--- config.mk ---
export PLATFORM = sky130hd
export DESIGN_NAME = fault_diag_monitor
export DESIGN_NICKNAME = d
export VERILOG_FILES = /design/src/rtl/fdm_pkg.sv /design/src/rtl/fdm_sync.sv /design/src/rtl/fdm_sticky.sv /design/src/rtl/fdm_action.sv /design/src/rtl/fault_diag_monitor.sv
export SDC_FILE = /design/constraint.sdc
export NUM_CORES = 1
export LEC_CHECK = 0
export ABC_AREA = 0
export BUFFER_PORTS_ARGS = -buffer_cell sky130_fd_sc_hd__buf_2
export CAP_MARGIN = 20
export CORE_MARGIN = 2
export CORE_UTILIZATION = 49
export DETAILED_ROUTE_END_ITERATION = 10
export PLACE_DENSITY = 0.82
export SYNTH_ARGS = -nofsm -noshare
export SYNTH_HDL_FRONTEND = slang
export SYNTH_SLANG_ARGS = --single-unit
--- constraint.sdc ---
create_clock -name clk -period 1.85 [get_ports clk]
set_input_delay 0.37 -clock clk [delete_from_list [all_inputs] [get_ports clk]]
set_output_delay 0.37 -clock clk [all_outputs]
set_load 0.01 [all_outputs]
--- src/rtl/fdm_pkg.sv ---
// Package: shared register bit positions and the width of the comparator bundle.
// Assumes every module using it imports it before declaring ports.
package fdm_pkg;
    // positions in the synchronised comparator vector
    localparam int CMP_REG_OV = 0;
    localparam int CMP_REG_UV = 1;
    localparam int CMP_TEMP   = 2;
    localparam int CMP_SUP_OV = 3;
    localparam int CMP_SUP_UV = 4;
    localparam int CMP_FIXED  = 5;

    // supply register bit positions
    localparam int SB_REG_OV = 0;
    localparam int SB_REG_UV = 1;
    localparam int SB_SUP_OV = 2;
    localparam int SB_SUP_UV = 3;
    localparam int SUPPLY_W  = 4;

    // status register bit positions
    localparam int TB_TEMP  = 0;
    localparam int TB_PIN   = 1;
    localparam int STATUS_W = 2;

    // reasons the outputs are being forced low
    typedef struct packed {
        logic reg_uv;
        logic sup_uv;
        logic pin_in;
    } kill_src_t;
endpackage

--- src/rtl/fdm_sync.sv ---
// Module: two-flop synchroniser for a vector of asynchronous comparator outputs.
// Assumes each bit is independent; no multi-bit coherence is implied.
module fdm_sync #(
    parameter int W = 1
) (
    input  logic         clk,
    input  logic         rst_n,
    input  logic [W-1:0] d,
    output logic [W-1:0] q
);
    logic [W-1:0] meta_q;

    // two-stage capture of the raw comparator levels
    always_ff @(posedge clk) begin
        if (!rst_n) begin
            meta_q <= '0;
            q      <= '0;
        end else begin
            meta_q <= d;
            q      <= meta_q;
        end
    end
endmodule

--- src/rtl/fdm_sticky.sv ---
// Module: bank of sticky diagnostic bits; set has priority over clear.
// Assumes set is already masked and qualified, and clr is a per-bit strobe.
module fdm_sticky #(
    parameter int W = 1
) (
    input  logic         clk,
    input  logic         rst_n,
    input  logic [W-1:0] set,
    input  logic [W-1:0] clr,
    output logic [W-1:0] q
);
    genvar i;
    generate
        for (i = 0; i < W; i++) begin : g_bit
            // latch one diagnostic bit: set wins, clear only when idle
            always_ff @(posedge clk) begin
                if (!rst_n)       q[i] <= 1'b0;
                else if (set[i])  q[i] <= 1'b1;
                else if (clr[i])  q[i] <= 1'b0;
            end
        end
    endgenerate

    // a set bit without a clear stays set
    p_hold_r8: assert property (@(posedge clk) disable iff (!rst_n)
        ((q & ~clr) != '0) |=> (($past(q & ~clr) & ~q) == '0));

    // a live set is never lost to a simultaneous clear
    p_set_wins_r9: assert property (@(posedge clk) disable iff (!rst_n)
        (set != '0) |=> (($past(set) & ~q) == '0));

    // no bit rises without a set
    p_no_spurious_r8: assert property (@(posedge clk) disable iff (!rst_n)
        (q != '1) |=> ((q & ~$past(q) & ~$past(set)) == '0));
endmodule

--- src/rtl/fdm_action.sv ---
// Module: registered gate-drive disable built from the live disabling faults.
// Assumes its inputs are already masked; recovery is automatic when all are low.
module fdm_action
    import fdm_pkg::*;
(
    input  logic      clk,
    input  logic      rst_n,
    input  kill_src_t kill,
    output logic      drive_off
);
    logic any_kill;

    // merge every reason that forces outputs low
    always_comb any_kill = kill.reg_uv | kill.sup_uv | kill.pin_in;

    // register the disable so the gate path sees a clean level
    always_ff @(posedge clk) begin
        if (!rst_n) drive_off <= 1'b0;
        else        drive_off <= any_kill;
    end

    // an undervoltage request reaches drive_off on the next edge
    p_uv_kill_r4: assert property (@(posedge clk) disable iff (!rst_n)
        (kill.sup_uv || kill.reg_uv) |=> drive_off);

    // once all requests are gone the outputs recover
    p_release_r6: assert property (@(posedge clk) disable iff (!rst_n)
        (drive_off && !kill.sup_uv && !kill.reg_uv && !kill.pin_in) |=> !drive_off);
endmodule

--- src/rtl/fault_diag_monitor.sv ---
// Module: top of the fault monitor. Synchronises comparator flags, qualifies
// and masks them, latches sticky diagnostics and drives the output disable.
// Assumes gate_active, masks, config and clear strobes are synchronous to clk.
module fault_diag_monitor
    import fdm_pkg::*;
#(
    parameter int                NUM_GATES    = 4,
    parameter int                NUM_PINS     = 6,
    parameter logic [NUM_PINS-1:0] PIN_IS_INPUT = 6'b011111
) (
    input  logic                 clk,
    input  logic                 rst_n,
    input  logic                 cmp_reg_ov,
    input  logic                 cmp_reg_uv,
    input  logic                 cmp_temp,
    input  logic                 cmp_sup_ov,
    input  logic                 cmp_sup_uv,
    input  logic [NUM_GATES-1:0] cmp_gate_uv,
    input  logic [NUM_GATES-1:0] gate_active,
    input  logic [NUM_PINS-1:0]  cmp_pin_ov,
    input  logic [1:0]           mask_status,
    input  logic [3:0]           mask_supply,
    input  logic [NUM_GATES-1:0] mask_gate,
    input  logic                 cfg_pin_kill,
    input  logic [1:0]           clr_status,
    input  logic [3:0]           clr_supply,
    input  logic [NUM_GATES-1:0] clr_gate,
    output logic [1:0]           status_reg,
    output logic [3:0]           supply_reg,
    output logic [NUM_GATES-1:0] gate_reg,
    output logic                 drive_off
);
    localparam int SYNC_W   = CMP_FIXED + NUM_GATES + NUM_PINS;
    localparam int GATE_LSB = CMP_FIXED;
    localparam int PIN_LSB  = CMP_FIXED + NUM_GATES;

    logic [SYNC_W-1:0]    cmp_raw, cmp_s;
    logic [SUPPLY_W-1:0]  supply_set;
    logic [STATUS_W-1:0]  status_set;
    logic [NUM_GATES-1:0] gate_set;
    logic [NUM_PINS-1:0]  pin_live;
    kill_src_t            kill;

    // bundle the raw comparator outputs for the synchroniser
    always_comb cmp_raw = {cmp_pin_ov, cmp_gate_uv, cmp_sup_uv, cmp_sup_ov,
                           cmp_temp, cmp_reg_uv, cmp_reg_ov};

    fdm_sync #(.W(SYNC_W)) u_sync (
        .clk(clk), .rst_n(rst_n), .d(cmp_raw), .q(cmp_s)
    );

    // mask and qualify the synchronised flags into per-register set vectors
    always_comb begin
        supply_set[SB_REG_OV] = cmp_s[CMP_REG_OV] & ~mask_supply[SB_REG_OV];
        supply_set[SB_REG_UV] = cmp_s[CMP_REG_UV] & ~mask_supply[SB_REG_UV];
        supply_set[SB_SUP_OV] = cmp_s[CMP_SUP_OV] & ~mask_supply[SB_SUP_OV];
        supply_set[SB_SUP_UV] = cmp_s[CMP_SUP_UV] & ~mask_supply[SB_SUP_UV];
        gate_set   = cmp_s[GATE_LSB +: NUM_GATES] & gate_active & ~mask_gate;
        pin_live   = cmp_s[PIN_LSB +: NUM_PINS];
        status_set[TB_TEMP] = cmp_s[CMP_TEMP] & ~mask_status[TB_TEMP];
        status_set[TB_PIN]  = (|pin_live) & ~mask_status[TB_PIN];
    end

    // collect the live faults that must force the outputs low
    always_comb begin
        kill.reg_uv = supply_set[SB_REG_UV];
        kill.sup_uv = supply_set[SB_SUP_UV];
        kill.pin_in = cfg_pin_kill & ~mask_status[TB_PIN] & (|(pin_live & PIN_IS_INPUT));
    end

    fdm_sticky #(.W(STATUS_W)) u_status (
        .clk(clk), .rst_n(rst_n), .set(status_set), .clr(clr_status), .q(status_reg)
    );
    fdm_sticky #(.W(SUPPLY_W)) u_supply (
        .clk(clk), .rst_n(rst_n), .set(supply_set), .clr(clr_supply), .q(supply_reg)
    );
    fdm_sticky #(.W(NUM_GATES)) u_gate (
        .clk(clk), .rst_n(rst_n), .set(gate_set), .clr(clr_gate), .q(gate_reg)
    );

    fdm_action u_action (
        .clk(clk), .rst_n(rst_n), .kill(kill), .drive_off(drive_off)
    );

    // a gate bit only rises for an output that was active
    p_gate_qual_r5: assert property (@(posedge clk) disable iff (!rst_n)
        (gate_reg != '1) |=> ((gate_reg & ~$past(gate_reg) & ~$past(gate_active)) == '0));

    // a masked supply source never raises its bit
    p_mask_supply_r7: assert property (@(posedge clk) disable iff (!rst_n)
        (supply_reg != '1) |=> ((supply_reg & ~$past(supply_reg) & $past(mask_supply)) == '0));
endmodule

==> results_dict.tcl <==
set metrics [dict create \
    syn_area_per_cell_um2 11.3 \
    min_period_ns 1.19 \
    wl_per_cell_um 9.50 \
    critPathKind "reg2reg" \
    status "completed" \
    yosys.area.top_type "dfxtp_1" \
    synth_top_family_by_area "simple AND/OR/NAND/NOR gates" \
    dp_hpwl_um 1430 \
    power_leakage_nw 0.727 \
    antenna_found_initial 0 \
    path_clk_slew_ns 0.10 \
    synthTopCellsByCount "dfxtp_1 (41), and2_1 (30), nand2b_1 (14), a21oi_1 (9), nand3b_1 (4)" \
    grt.total_usage_pct 13.5 \
    max_slew_margin_pct 80.7 \
    cap_violations 0 \
    numClockSinks 41 \
    yosysWarnings 0 \
    min_path_type "in2reg" \
    synth_fa_ha_area_share_pct 0 \
    final_nets 209 \
    grt_pass1_wl_um 2680 \
    rsz0062_at_grt "no" \
    die_area_um2 2970 \
    power_frac_clock_pct 27.7 \
    ys_ff_latch 41 \
    whs_ns 0.237 \
    drt_iter0_drc 9 \
    cp_max_fo 2 \
    syn_nets 152 \
    tritoncts "yes" \
    stdcell_count 198 \
    crit_path_end_kind "flip-flop" \
    powerDensity_nw_per_um2 897 \
    power_frac_comb_pct 7.2 \
    synth_compound_area_share_pct 5.52 \
    grt.overflow.total 0 \
    clk_path_buf_depth 2 \
    finalHoldViolations 0 \
    internal_power_mw 1.14 \
    synth_area_um2 1250 \
    root_buffer "clkbuf_4" \
    numPortBuffers 52 \
    drive_gt1_share_pct 36.3 \
    synth_xor_area_share_pct 0 \
    clock-skew-final_ns 0.00642 \
    cts_setup_buffers 0 \
    synth_flop_cell "dfxtp_1" \
    cts_resized 0 \
    pre_cts_ws_ns 0.658 \
    fillers 206 \
    die_w_um 54.5 \
    core.rowCount 18 \
    die_h_um 54.5 \
    dpl.cell_count 190 \
    synth.mux.area_fraction_pct 0 \
    synth_cell_type_count 15 \
    crit_path_start_kind "flip-flop" \
    syn_inst 110 \
    first_pass_iters 4 \
    period_share_pct 64.5 \
    place_congestion 0.707 \
    slew_viol_final 0 \
    final_core_util_pct 64.8 \
    area_growth_pct 27.5 \
    critical_path_required_ns 2.07 \
    core_area_um2 2450 \
    swShare_pct 20.3 \
    ios 53 \
    grt_start_max_net_pins 32 \
    fmax_mhz 838 \
    htreeDepth 2 \
    via_per_inst 4.33 \
    p_sw_mw 0.290 \
    synth-edff-count 0 \
    pwr-share-seq_pct 65.1 \
    cts_buffers 5 \
    seq_area_frac_synth_pct 65.8 \
    worst_pin_slew_ns 0.288 \
    setup-violations-final 0 \
    netlist.area_leader.share_pct 65.8 \
    start_util_pct 50.8 \
    setup-tns-final_ns 0 \
    hold_buffers 0 \
    drcViolationCount 0 \
    antennaDiodeCount 0 \
    final_antenna_net_count 0 \
    synthTopCellsByArea "dfxtp_1 (66%), and2_1 (15%), nand2b_1 (7.0%)" \
    synth-async-reset-ratio_pct 0 \
    clock_latency_ns 0.33 \
    synth.most_common_cell "dfxtp_1" \
    cp.arrival_ns 1.42 \
    timing.final.ws_setup_ns 0.657 \
    grt_pass1_vias 690 \
    wl_um 1880 \
    yosys.area_share.simple_pct 27.2 \
    max-vdd-ir-drop_mv 0.611 \
    num_vias 857 \
]
## area by class of cell
cell class	count	area, um2	share of cell area, %
repair buffers	53	268	16.8
clock buffers	8	48.8	3.07
flip-flops and latches	41	821	51.6
multi-input cells	64	408	25.6
well taps	30	37.5	2.36
inverters	2	7.51	0.472
## critical path: stages (launching register included)
cell and delay [ns]:
dfxtp_1 0.31, or4_4 0.54, o211ai_2 0.15, a31oi_1 0.09
## layer usage
metal | vias to the layer above | part of all wire, % | global-route usage [%]
li1 | 462 | - | -
met1 | 357 | 44 | 14.9
met2 | 34 | 45 | 21.1
met3 | 4 | 8.6 | 5.74
met4 | 0 | 1.9 | 8.75
met5 | - | 0 | 0
## state kept, by name (all words and copies together), names as in the netlist
| name | cells |
|---|---|
| u_sync.meta_q | 15 |
| u_status.q | 2 |
| u_gate.q | 4 |
| u_action.drive_off | 1 |
| u_supply.q | 4 |
| u_sync.q | 15 |
## power by group through the flow
stage	sequential (mW)	clock [mW]	combinational, mW
after floorplan	0.951	0	0.0477
after global placement	0.948	0	0.102
after detailed placement	0.950	0	0.105
after CTS	0.929	0.408	0.105
after global routing	0.933	0.447	0.117
final	0.929	0.395	0.103
## cell usage in the layout, fill, tap and decap left out
cell type / instances
a21oi_1: 9
a31oi_1: 1
and2_1: 30
buf_2: 52
buf_4: 1
clkbuf_1: 3
clkbuf_4: 5
clkinv_1: 1
dfxtp_1: 41
inv_1: 1
nand2b_1: 14
nand3b_1: 4
nor2_1: 1
nor2b_1: 1
nor4_2: 1
o211ai_2: 1
o21ai_0: 1
or4_4: 1
## through the flow
| step | power [mW] | cell area, um2 |
|---|---|---|
| 3_3_place_gp | 1.05 | 1540 |
| 6_report | 1.43 | 1590 |
| 2_1_floorplan | 0.998 | 1250 |
| 4_1_cts | 1.44 | 1590 |
| 3_5_place_dp | 1.05 | 1540 |
| 5_1_grt | 1.50 | 1590 |
## logic make-up (layout without fill, tap and decap cells)
group                  after synthesis  after routing
AND/OR/NAND/NOR                     52             52
AO/OA/AOI/OAI                       12             12
buffers and inverters                5             63
flip-flops                          41             41
## final timing paths
check / start / cells after the start / slack (ns) / end
min: cmp_gate_uv[3] / 2 / 0.24 / u_sync.meta_q[8]$_SDFF_PN0_
max reg2reg: u_sync.q[10]$_SDFF_PN0_ / 3 / 0.66 / u_action.drive_off$_SDFF_PN0_
max: u_sync.q[10]$_SDFF_PN0_ / 3 / 0.66 / u_action.drive_off$_SDFF_PN0_
min reg2reg: u_sync.meta_q[13]$_SDFF_PN0_ / 1 / 0.44 / u_sync.q[13]$_SDFF_PN0_
(Power assumes the default switching activity.)
